--- src/rtl/srx_pkg.sv ---
package srx_pkg;

    localparam int DATA_W    = 8;
    localparam int OSR       = 16;
    localparam int SHIFT_MAX = 4;

    typedef enum logic [1:0] {
        ST_IDLE,
        ST_START,
        ST_DATA,
        ST_STOP
    } rx_state_e;

    typedef struct packed {
        logic              ferr;
        logic              bit9;
        logic [DATA_W-1:0] data;
    } rx_word_t;

    function automatic logic maj3(input logic a, input logic b, input logic c);
        return (a & b) | (a & c) | (b & c);
    endfunction

    // prescale exponent: 0 -> x1, 2 -> x4, 4 -> x16
    function automatic logic [2:0] pre_shift(input logic fast, input logic wide);
        if (fast && wide)      return 3'd0;
        else if (fast || wide) return 3'd2;
        else                   return 3'd4;
    endfunction

endpackage

--- src/rtl/srx_baud_gen.sv ---
module srx_baud_gen
    import srx_pkg::*;
#(
    parameter int DIV_W = 16
) (
    input  logic             clk,
    input  logic             rst,
    input  logic             run,
    input  logic             fast,
    input  logic             wide,
    input  logic [DIV_W-1:0] div,
    output logic             tick
);
    localparam int CNT_W = DIV_W + SHIFT_MAX + 1;

    logic [DIV_W-1:0] div_eff;
    logic [CNT_W-1:0] limit;
    logic [CNT_W-1:0] cnt;

    always_comb begin
        div_eff = wide ? div : {{(DIV_W-8){1'b0}}, div[7:0]};
        limit   = ((CNT_W'(div_eff) + CNT_W'(1)) << pre_shift(fast, wide)) - CNT_W'(1);
    end

    always_ff @(posedge clk) begin
        if (rst || !run) begin
            cnt  <= '0;
            tick <= 1'b0;
        end else if (cnt >= limit) begin
            cnt  <= '0;
            tick <= 1'b1;
        end else begin
            cnt  <= cnt + CNT_W'(1);
            tick <= 1'b0;
        end
    end

endmodule

--- src/rtl/srx_frame_rx.sv ---
module srx_frame_rx
    import srx_pkg::*;
(
    input  logic     clk,
    input  logic     rst,
    input  logic     en,
    input  logic     tick,
    input  logic     line,
    input  logic     nine,
    output logic     done,
    output rx_word_t word
);
    localparam int PH_W   = $clog2(OSR);
    localparam int BITS_W = $clog2(DATA_W + 2);
    localparam logic [PH_W-1:0] MID_PH  = PH_W'(OSR / 2);
    localparam logic [PH_W-1:0] PRE_PH  = PH_W'(OSR / 2 - 1);
    localparam logic [PH_W-1:0] POST_PH = PH_W'(OSR / 2 + 1);
    localparam logic [PH_W-1:0] LAST_PH = PH_W'(OSR - 1);

    rx_state_e         st;
    logic [PH_W-1:0]   ph;
    logic [BITS_W-1:0] nbits;
    logic [BITS_W-1:0] frame_bits;
    logic [DATA_W:0]   sh;
    logic              s_a, s_b;
    logic              voted;

    always_comb begin
        frame_bits = nine ? BITS_W'(DATA_W + 1) : BITS_W'(DATA_W);
        voted      = maj3(s_a, s_b, line);
    end

    always_ff @(posedge clk) begin
        if (rst || !en) begin
            st    <= ST_IDLE;
            ph    <= '0;
            nbits <= '0;
            sh    <= '0;
            s_a   <= 1'b0;
            s_b   <= 1'b0;
            done  <= 1'b0;
            word  <= '0;
        end else begin
            done <= 1'b0;
            if (tick) begin
                case (st)
                    ST_IDLE: begin
                        if (!line) begin
                            st    <= ST_START;
                            ph    <= PH_W'(1);
                            nbits <= '0;
                        end
                    end
                    ST_START: begin
                        ph <= ph + 1'b1;
                        if (ph == MID_PH && line) st <= ST_IDLE;
                        else if (ph == LAST_PH)   st <= ST_DATA;
                    end
                    ST_DATA: begin
                        ph <= ph + 1'b1;
                        if (ph == PRE_PH) s_a <= line;
                        if (ph == MID_PH) s_b <= line;
                        if (ph == POST_PH) begin
                            sh    <= {voted, sh[DATA_W:1]};
                            nbits <= nbits + 1'b1;
                        end
                        if (ph == LAST_PH && nbits == frame_bits) st <= ST_STOP;
                    end
                    ST_STOP: begin
                        ph <= ph + 1'b1;
                        if (ph == PRE_PH) s_a <= line;
                        if (ph == MID_PH) s_b <= line;
                        if (ph == POST_PH) begin
                            done      <= 1'b1;
                            word.ferr <= !voted;
                            if (nine) begin
                                word.bit9 <= sh[DATA_W];
                                word.data <= sh[DATA_W-1:0];
                            end else begin
                                word.bit9 <= 1'b0;
                                word.data <= sh[DATA_W:1];
                            end
                            st <= ST_IDLE;
                        end
                    end
                    default: st <= ST_IDLE;
                endcase
            end
        end
    end

endmodule

--- src/rtl/srx_fifo.sv ---
module srx_fifo
    import srx_pkg::*;
#(
    parameter int DEPTH = 2
) (
    input  logic                       clk,
    input  logic                       rst,
    input  logic                       wr,
    input  rx_word_t                   wdata,
    input  logic                       rd,
    output rx_word_t                   rdata,
    output logic [$clog2(DEPTH+1)-1:0] cnt,
    output logic                       full,
    output logic                       empty
);
    localparam int PTR_W = (DEPTH > 1) ? $clog2(DEPTH) : 1;
    localparam int CNT_W = $clog2(DEPTH + 1);

    rx_word_t         mem [DEPTH];
    logic [PTR_W-1:0] wp, rp;
    logic             do_wr, do_rd;

    always_comb begin
        empty = (cnt == '0);
        full  = (cnt == CNT_W'(DEPTH));
        do_rd = rd && !empty;
        do_wr = wr && (!full || do_rd);
        rdata = mem[rp];
    end

    function automatic logic [PTR_W-1:0] nxt(input logic [PTR_W-1:0] p);
        return (p == PTR_W'(DEPTH - 1)) ? '0 : p + 1'b1;
    endfunction

    always_ff @(posedge clk) begin
        if (rst) begin
            wp  <= '0;
            rp  <= '0;
            cnt <= '0;
        end else begin
            if (do_wr) wp <= nxt(wp);
            if (do_rd) rp <= nxt(rp);
            if (do_wr && !do_rd)      cnt <= cnt + 1'b1;
            else if (do_rd && !do_wr) cnt <= cnt - 1'b1;
        end
    end

    generate
        for (genvar i = 0; i < DEPTH; i++) begin : g_slot
            always_ff @(posedge clk) begin
                if (rst)                          mem[i] <= '0;
                else if (do_wr && wp == PTR_W'(i)) mem[i] <= wdata;
            end
        end
    endgenerate

endmodule

--- src/rtl/serial_rx_addr.sv ---
module serial_rx_addr
    import srx_pkg::*;
#(
    parameter int DIV_W = 16,
    parameter int DEPTH = 2
) (
    input  logic              clk,
    input  logic              rst,
    input  logic              rx_pin,
    input  logic              cfg_rx_en,
    input  logic              cfg_rx_inv,
    input  logic              cfg_nine_bit,
    input  logic              cfg_addr_det,
    input  logic              cfg_fast,
    input  logic              cfg_wide,
    input  logic [DIV_W-1:0]  cfg_div,
    input  logic              rd_strobe,
    output logic [DATA_W-1:0] rd_data,
    output logic              rd_bit9,
    output logic              rd_ferr,
    output logic              rx_ready,
    output logic              ovr_err
);
    localparam int CNT_W = $clog2(DEPTH + 1);

    logic [1:0]       sync_q;
    logic             line;
    logic             tick;
    logic             done;
    rx_word_t         word;
    rx_word_t         head;
    logic             accept;
    logic             fifo_wr;
    logic             fifo_full;
    logic             fifo_empty;
    logic [CNT_W-1:0] fifo_cnt;
    logic             wr_bit9;

    always_ff @(posedge clk) begin
        if (rst) sync_q <= 2'b11;
        else     sync_q <= {sync_q[0], rx_pin};
    end

    assign line = sync_q[1] ^ cfg_rx_inv;

    srx_baud_gen #(.DIV_W(DIV_W)) baud_i (
        .clk  (clk),
        .rst  (rst),
        .run  (cfg_rx_en),
        .fast (cfg_fast),
        .wide (cfg_wide),
        .div  (cfg_div),
        .tick (tick)
    );

    srx_frame_rx frame_i (
        .clk  (clk),
        .rst  (rst),
        .en   (cfg_rx_en),
        .tick (tick),
        .line (line),
        .nine (cfg_nine_bit),
        .done (done),
        .word (word)
    );

    always_comb begin
        accept  = done && !(cfg_nine_bit && cfg_addr_det && !word.bit9);
        fifo_wr = accept && !ovr_err && (!fifo_full || rd_strobe);
        wr_bit9 = word.bit9;
    end

    always_ff @(posedge clk) begin
        if (rst || !cfg_rx_en)                             ovr_err <= 1'b0;
        else if (accept && !ovr_err && fifo_full && !rd_strobe) ovr_err <= 1'b1;
    end

    srx_fifo #(.DEPTH(DEPTH)) fifo_i (
        .clk   (clk),
        .rst   (rst),
        .wr    (fifo_wr),
        .wdata (word),
        .rd    (rd_strobe),
        .rdata (head),
        .cnt   (fifo_cnt),
        .full  (fifo_full),
        .empty (fifo_empty)
    );

    always_comb begin
        rd_data  = head.data;
        rd_bit9  = head.bit9;
        rd_ferr  = head.ferr;
        rx_ready = !fifo_empty;
    end

endmodule

--- config.mk ---
export PLATFORM = sky130hd
export DESIGN_NAME = serial_rx_addr
export DESIGN_NICKNAME = d
export VERILOG_FILES = /design/src/rtl/srx_pkg.sv /design/src/rtl/srx_baud_gen.sv /design/src/rtl/srx_frame_rx.sv /design/src/rtl/srx_fifo.sv /design/src/rtl/serial_rx_addr.sv
export SDC_FILE = /design/constraint.sdc
export NUM_CORES = 1
export LEC_CHECK = 0
export BUFFER_PORTS_ARGS = -buffer_cell sky130_fd_sc_hd__buf_2
export CORE_ASPECT_RATIO = 1.4
export CORE_MARGIN = 4
export CORE_UTILIZATION = 59
export DETAILED_ROUTE_END_ITERATION = 12
export GPL_TIMING_DRIVEN = 0
export PLACE_DENSITY = 0.78
export SYNTH_ARGS = -nofsm -noshare
export SYNTH_HDL_FRONTEND = slang
export SYNTH_SLANG_ARGS = --single-unit
--- constraint.sdc ---
create_clock -name clk -period 5.73 [get_ports clk]
set_clock_uncertainty 0.15 [all_clocks]
set_input_delay 0.573 -clock clk [delete_from_list [all_inputs] [get_ports clk]]
set_output_delay 0.573 -clock clk [all_outputs]
set_load 0.01 [all_outputs]
**Word-level counts from Yosys, hierarchy flattened**

Memories as Yosys holds them, arrays and structs flattened. A register that Yosys moved wholly into a read port is not among the register bits.
Cells that the tools add are included.

- Register bits: 61
- Bits in writable memories: 20
- Input port bits: 26
- Output and inout port bits: 12
- Logic and storage cells: 133
- Memories: 1

- Add/subtract/negate cells: 9
- $lt $le $gt $ge: 1
- Equal/unequal tests: 14
- Shift operators: 1
- Muxes and demuxes: 34
- Bitwise logic cells: 11
- Reductions and logical operators: 45

Memories:

| name | words | bits a word | read ports | clocked after memory_dff | wr ports | line | text |
|---|---|---|---|---|---|---|---|
| fifo_i.mem | 2 | 10 | 1 | 1 | 2 | srx_fifo.sv:19 | `rx_word_t mem [DEPTH];` |

Operators with widths:

| operator | count |
|---|---|
| 21-bit by 1-bit adder with 21-bit output, second input constant | 1 |
| 21-bit greater-or-equal comparator | 1 |
| 21-bit by 3-bit left shift with 21-bit output | 1 |
| 21-bit by 1-bit subtractor with 21-bit output, second input constant | 1 |
| 10-bit two-way mux | 2 |
| 16-bit by 1-bit adder with 17-bit output, second input constant | 1 |
| 1-bit logical AND | 16 |
| 16-bit two-way mux | 1 |
| 4-bit one-hot mux with 2 select lines | 2 |
| 1-bit two-way mux | 15 |
| 2-bit two-way mux | 7 |
| 4-bit equality test, second input constant | 3 |
| 4-bit two-way mux | 3 |
| 3-bit AND reduction | 4 |
| 1-bit logical NOT | 10 |
| 9-bit two-way mux | 1 |
| 4-bit by 1-bit adder with 4-bit output, second input constant | 2 |
| 2-bit one-hot mux with 4 select lines | 1 |
| 2-bit equality test, second input constant | 3 |
| 3-bit two-way mux | 2 |
| 2-bit by 1-bit != test with 1-bit output, second input constant | 3 |
| 3-bit OR reduction | 2 |
| 5-bit AND reduction | 1 |
| 4-bit by 3-bit equality test with 1-bit output, second input constant | 1 |
| other kinds (17) | 31 |

**Logic depth before layout (Yosys ltp)**

- Depth in word-level cells: 12
- Mapped depth: 21
- Mapped depth without buffers: 19

**Hierarchy**

A second synthesis with hierarchy kept.

- Cells, all modules: 649
- Area, all modules: 5,751.8 sq um

By module, submodules not included:

| module | instances | cells an instance | area each (sq um) | seq. area each (sq um) |
|---|---|---|---|---|
| srx_baud_gen | 1 | 375 | 2,842.7 | 440.4 |
| srx_frame_rx | 1 | 180 | 1,634.1 | 640.6 |
| srx_fifo | 1 | 80 | 1,119.8 | 700.7 |
| serial_rx_addr | 1 | 14 | 155.1 | 60.1 |

**Worst setup path before layout**

Ideal clock, no wire load.

- Path type: input to register
- Start point: in cfg_wide
- End point: reg baud_i.cnt[10]
- Setup time: 78 ps
- Arrival time: 4,396 ps
- Data required time: 5,502 ps
- Path slack: 1,106 ps
- Cell stages on the path: 18
- Buffers on the path: 2
- Cell sequence: inv_1 -> ha_1 -> buf_2 -> or3_1 -> a32oi_4 -> o2111ai_1 -> nor4_2 -> nand2_1 -> xor2_1 -> ha_1 -> a21o_1 -> a21o_1 -> a21oi_1 -> nor2b_1 -> o221ai_1 -> a221o_1 -> clkbuf_1 -> nor3_1

- Word-level cells in the longest chain between the ends: 7
- Elaborated cells between the ends (all ways): 10
- Those cells by class: add/sub (2); order compare (1); shift (1); mux (3); reduce/logical (3)

RTL lines:

| what | line | text |
|---|---|---|
| start, declared | serial_rx_addr.sv:15 | `input logic cfg_wide,` |
| parallel branches: the longest is 3 deep, another holds 16-bit by 1-bit adder with 17-bit output | -- |  |
| 21-bit by 3-bit left shift with 21-bit output * | srx_baud_gen.sv:22 | `limit = ((CNT_W'(div_eff) + CNT_W'(1)) << pre_shift(fast, wide)) - CNT_W'(1);` |
| 21-bit by 1-bit subtractor with 21-bit output * | srx_baud_gen.sv:22 |  |
| 21-bit greater-or-equal comparator * | srx_baud_gen.sv:29 | `end else if (cnt >= limit) begin` |
| 2-bit OR reduction (no line) * | -- |  |
| end signal, assigned | srx_baud_gen.sv:33 | `cnt <= cnt + CNT_W'(1);` |
| end, declared | srx_baud_gen.sv:18 | `logic [CNT_W-1:0] cnt;` |

Mark *: on every way between the ends.
A chain may end at the register's enable or synchronous reset.

**Worst setup path after layout**

- Start point: in cfg_wide
- End point: reg baud_i.cnt[19]

Same word-level chain as after synthesis.

==> metrics <==
GRT overflow=0; post-route antenna net violation count=0; critical path required time=5.82 ns; number of buffers added on ports=34; min-delay src=sync_q[0]$_SDFF_PP1_; largest cells by area after synthesis=dfxtp_1 (22%), edfxtp_1 (11%), ha_1 (6.8%); Period minus WS final=5.35 ns; Place WS=0.0694 ns; NetSw=349 uW; final hold violation count=0; cells after synthesis=621; grt met3 use=2.58%; worst skew pair latency=0.33 ns; Post-CTS Hold Fix Bufs=0; DRC violations left=0; post-CTS sizing=0; clock-pin transition on the worst setup and hold timing paths=0.05 ns; width of the die=89.9 microns; initial antenna violation count=0; Sw Share=25.4%; routability cong.=0.893; final non-filler cell total=778; Core Region=9080 sq um; vias in the first global route=4724; floorplan row count=41; GR peak layer=met2; Max-slew headroom=31.5%; nets=722; Hold Crit Class=flop to flop; initial DRC count=266; power per cell area=225 nW/um^2; Global Route Usage Sum=22.9%; Primary FF master, synth=dfxtp_1; worst r2r src=baud_i.cnt[6]$_SDFF_PP0_; syn nets=677; number of diodes=0; met2 GRT Util=48.0%; post-CTS setup buffer count=0; share of cells above drive strength 1=14.5%; Worst Max-Slew Pin Slew=1.02 ns; setup TNS=0 ns; overall routed net length=12400 microns; Internal=1.03 mW; Clock Tree Root=clkbuf_16; Num CTS Buffers=9; final setup fails=0; FF-to-FF path depth=10; Final period util=93.4%; first-pass GRT wire length=20500 microns; Post-synth EDFFs=20; met1 usage=19.8%; largest net degree at the start of global routing=14; sequential power share=43.9%; WP data arrival=5.44 ns; via count=4640; post-synthesis sequential area ratio=33.3%; worst setup margin=0.378 ns; Distinct cells, synth=75; via/cell ratio=5.96; Max Fclk=0.187 GHz; Top-Level Pins=38; #FFs+latches synth=82; RR Endpoint=baud_i.cnt[19]$_SDFF_PP0_; CTS tree=done; VDD IR max=0.000134 V; cell depth of the worst hold path=1; Die Y=123 microns; RSZ-0062 raised after global routing=false; die area=11000 sq um; cell taking the most area after synthesis=dfxtp_1; clk sink count=82; hold endpoint=sync_q[1]$_SDFF_PP1_; top-area cell type share of the netlist area=22.4%; leakage=2.34 nW; P&R area growth vs syn=10.5%; maximum fanout along the worst path=10; DRT Pass-1 Iters=4; FFs w/ async S/R, synth=0%; Mapped Avg Cell Area=8.92 sq um; synthesized cell area=5540 sq um; Max Slew Vio Count=0; final core occ=67.4%; Gate power share=17.0%; clock share of power=39.1%; placed cells=762; kind of critical path=primary input to flop; total of max-cap violations=0; CP Launch Type=primary input; DP HPWL=9770 microns; Warnings, synthesis=0; wire per inst=15.9 microns; htree depth=3; nature of the critical path endpoint=flop; Starting Density=61.0%; Max Root-Sink Buffers=2; outcome=finished clean; R2R Setup Slk=2.70 ns; Power Total=1.38 mW
-- cell type report --
class                      count  area [sq um]
buffer                        31           160
clock buffer                  12           236
clock inverter                 4          43.8
fill                         743          2960
inverter                      14          52.6
multi-input combinational    494          3480
sequential                    82          1840
tap                          107           134
timing repair buffer          34           170
-- metal layers --
layer / up-vias / wire [microns]
li1: 2339 / -
met1: 2117 / 4380
met2: 137 / 6890
met3: 47 / 408
met4: 0 / 685
met5: - / 0
-- sequential cells by signal, summed over array words and instances, names as in the netlist, named ones only --
signal / cells
frame_i.ph: 4
frame_i.st: 1
fifo_i.wp: 1
frame_i.s_a: 1
fifo_i.rp: 1
frame_i.s_b: 1
baud_i.cnt: 21
ovr_err: 1
frame_i.done: 1
fifo_i.mem: 20
frame_i.sh: 9
sync_q: 2
frame_i.word: 10
frame_i.nbits: 4
baud_i.tick: 1
fifo_i.cnt: 2
-- stage by stage --
| step | cell area, sq um | hold WS (ns) |
|---|---|---|
| finish | 6120 | 0.259 |
| detailed placement | 5840 | 0.247 |
| floorplan | 5540 | 0.239 |
| global route | 6120 | 0.266 |
| global placement | 5840 | 0.244 |
| CTS | 6120 | 0.260 |
-- how the worst max path moves through the flow --
stage	from	to	slack (ns)	depth (start not counted)
2_1_floorplan	cfg_wide	baud_i.cnt[10]$_SDFF_PP0_	1.11	18
3_3_place_gp	cfg_wide	baud_i.cnt[15]$_SDFF_PP0_	0.21	21
3_5_place_dp	cfg_wide	baud_i.cnt[19]$_SDFF_PP0_	0.07	21
4_1_cts	cfg_wide	baud_i.cnt[19]$_SDFF_PP0_	0.39	21
5_1_grt	cfg_wide	baud_i.cnt[19]$_SDFF_PP0_	0.06	21
6_report	cfg_wide	baud_i.cnt[19]$_SDFF_PP0_	0.38	21
-- cells in the mapped netlist (2+ instances only) --
cell type,count
xor2_1,29
a21oi_1,17
and2_1,21
nor3b_1,4
a31oi_1,6
o21a_1,3
a211oi_1,17
nor3_1,28
xnor2_1,30
and3_1,7
clkbuf_1,18
nand2b_1,5
o22ai_1,3
inv_1,14
nor4_2,2
a22o_1,2
nand2_1,44
a221oi_1,3
mux2_2,10
o2111ai_1,3
a32oi_1,2
o221ai_1,3
nand3b_1,4
or3_1,8
o21ai_0,14
dfxtp_1,62
mux2i_1,20
nand3_2,3
edfxtp_1,20
buf_6,4
nor2_1,67
buf_1,2
buf_2,5
ha_1,30
and4_1,2
nor4_4,3
o211ai_1,4
or2_2,6
buf_4,2
nand4_1,15
o21ai_1,3
nor2b_1,6
a21o_1,13
nand3_1,26
-- power by group through the flow --
stage                     registers [mW]  logic [mW]  clock network, mW
after floorplan                    0.614       0.174                  0
after global placement             0.615       0.225                  0
after CTS                          0.603       0.233              0.545
after detailed placement           0.616       0.231                  0
after global routing               0.604       0.258              0.570
final                              0.603       0.234              0.538
-- kinds of logic (layout without fill, tap and decap cells) --
kind of cell,after synthesis,after routing,synth area share (%)
compound gates,111,111,14.6
buf+inv,45,95,3.84
xor+xnor,59,59,9.33
flops,82,82,33.3
fa+ha+maj,30,30,6.78
simple gates,263,263,26.3
mux,31,31,5.90
-- placed cells by master, fill, tap and decap left out, types with 13 or more instances in the layout --
cell / count
a211oi_1: 17
xor2_1: 29
a21o_1: 13
mux2i_1: 20
clkbuf_1: 21
edfxtp_1: 20
ha_1: 30
o21ai_0: 14
a21oi_1: 17
nand2_1: 44
inv_1: 14
dfxtp_1: 62
nor2_1: 67
nand3_1: 26
nand4_1: 15
buf_2: 39
nor3_1: 28
and2_1: 21
xnor2_1: 30
-- critical path, stage by stage --
cell       delay, ns
buf_2           0.11
inv_1           0.09
ha_1            0.37
buf_2           0.21
and3b_1         0.20
mux2i_1         0.16
nand3_1         0.17
nor2_1          0.31
o2111ai_1       0.27
nor4_2          0.53
nand2_1         0.15
xor2_1          0.17
ha_1            0.31
a21o_1          0.16
a21o_1          0.17
a21oi_1         0.20
nor2b_1         0.17
o221ai_1        0.13
a221o_1         0.44
clkbuf_1        0.28
nor3_1          0.27
No activity file was read; power rests on OpenSTA's default activity.
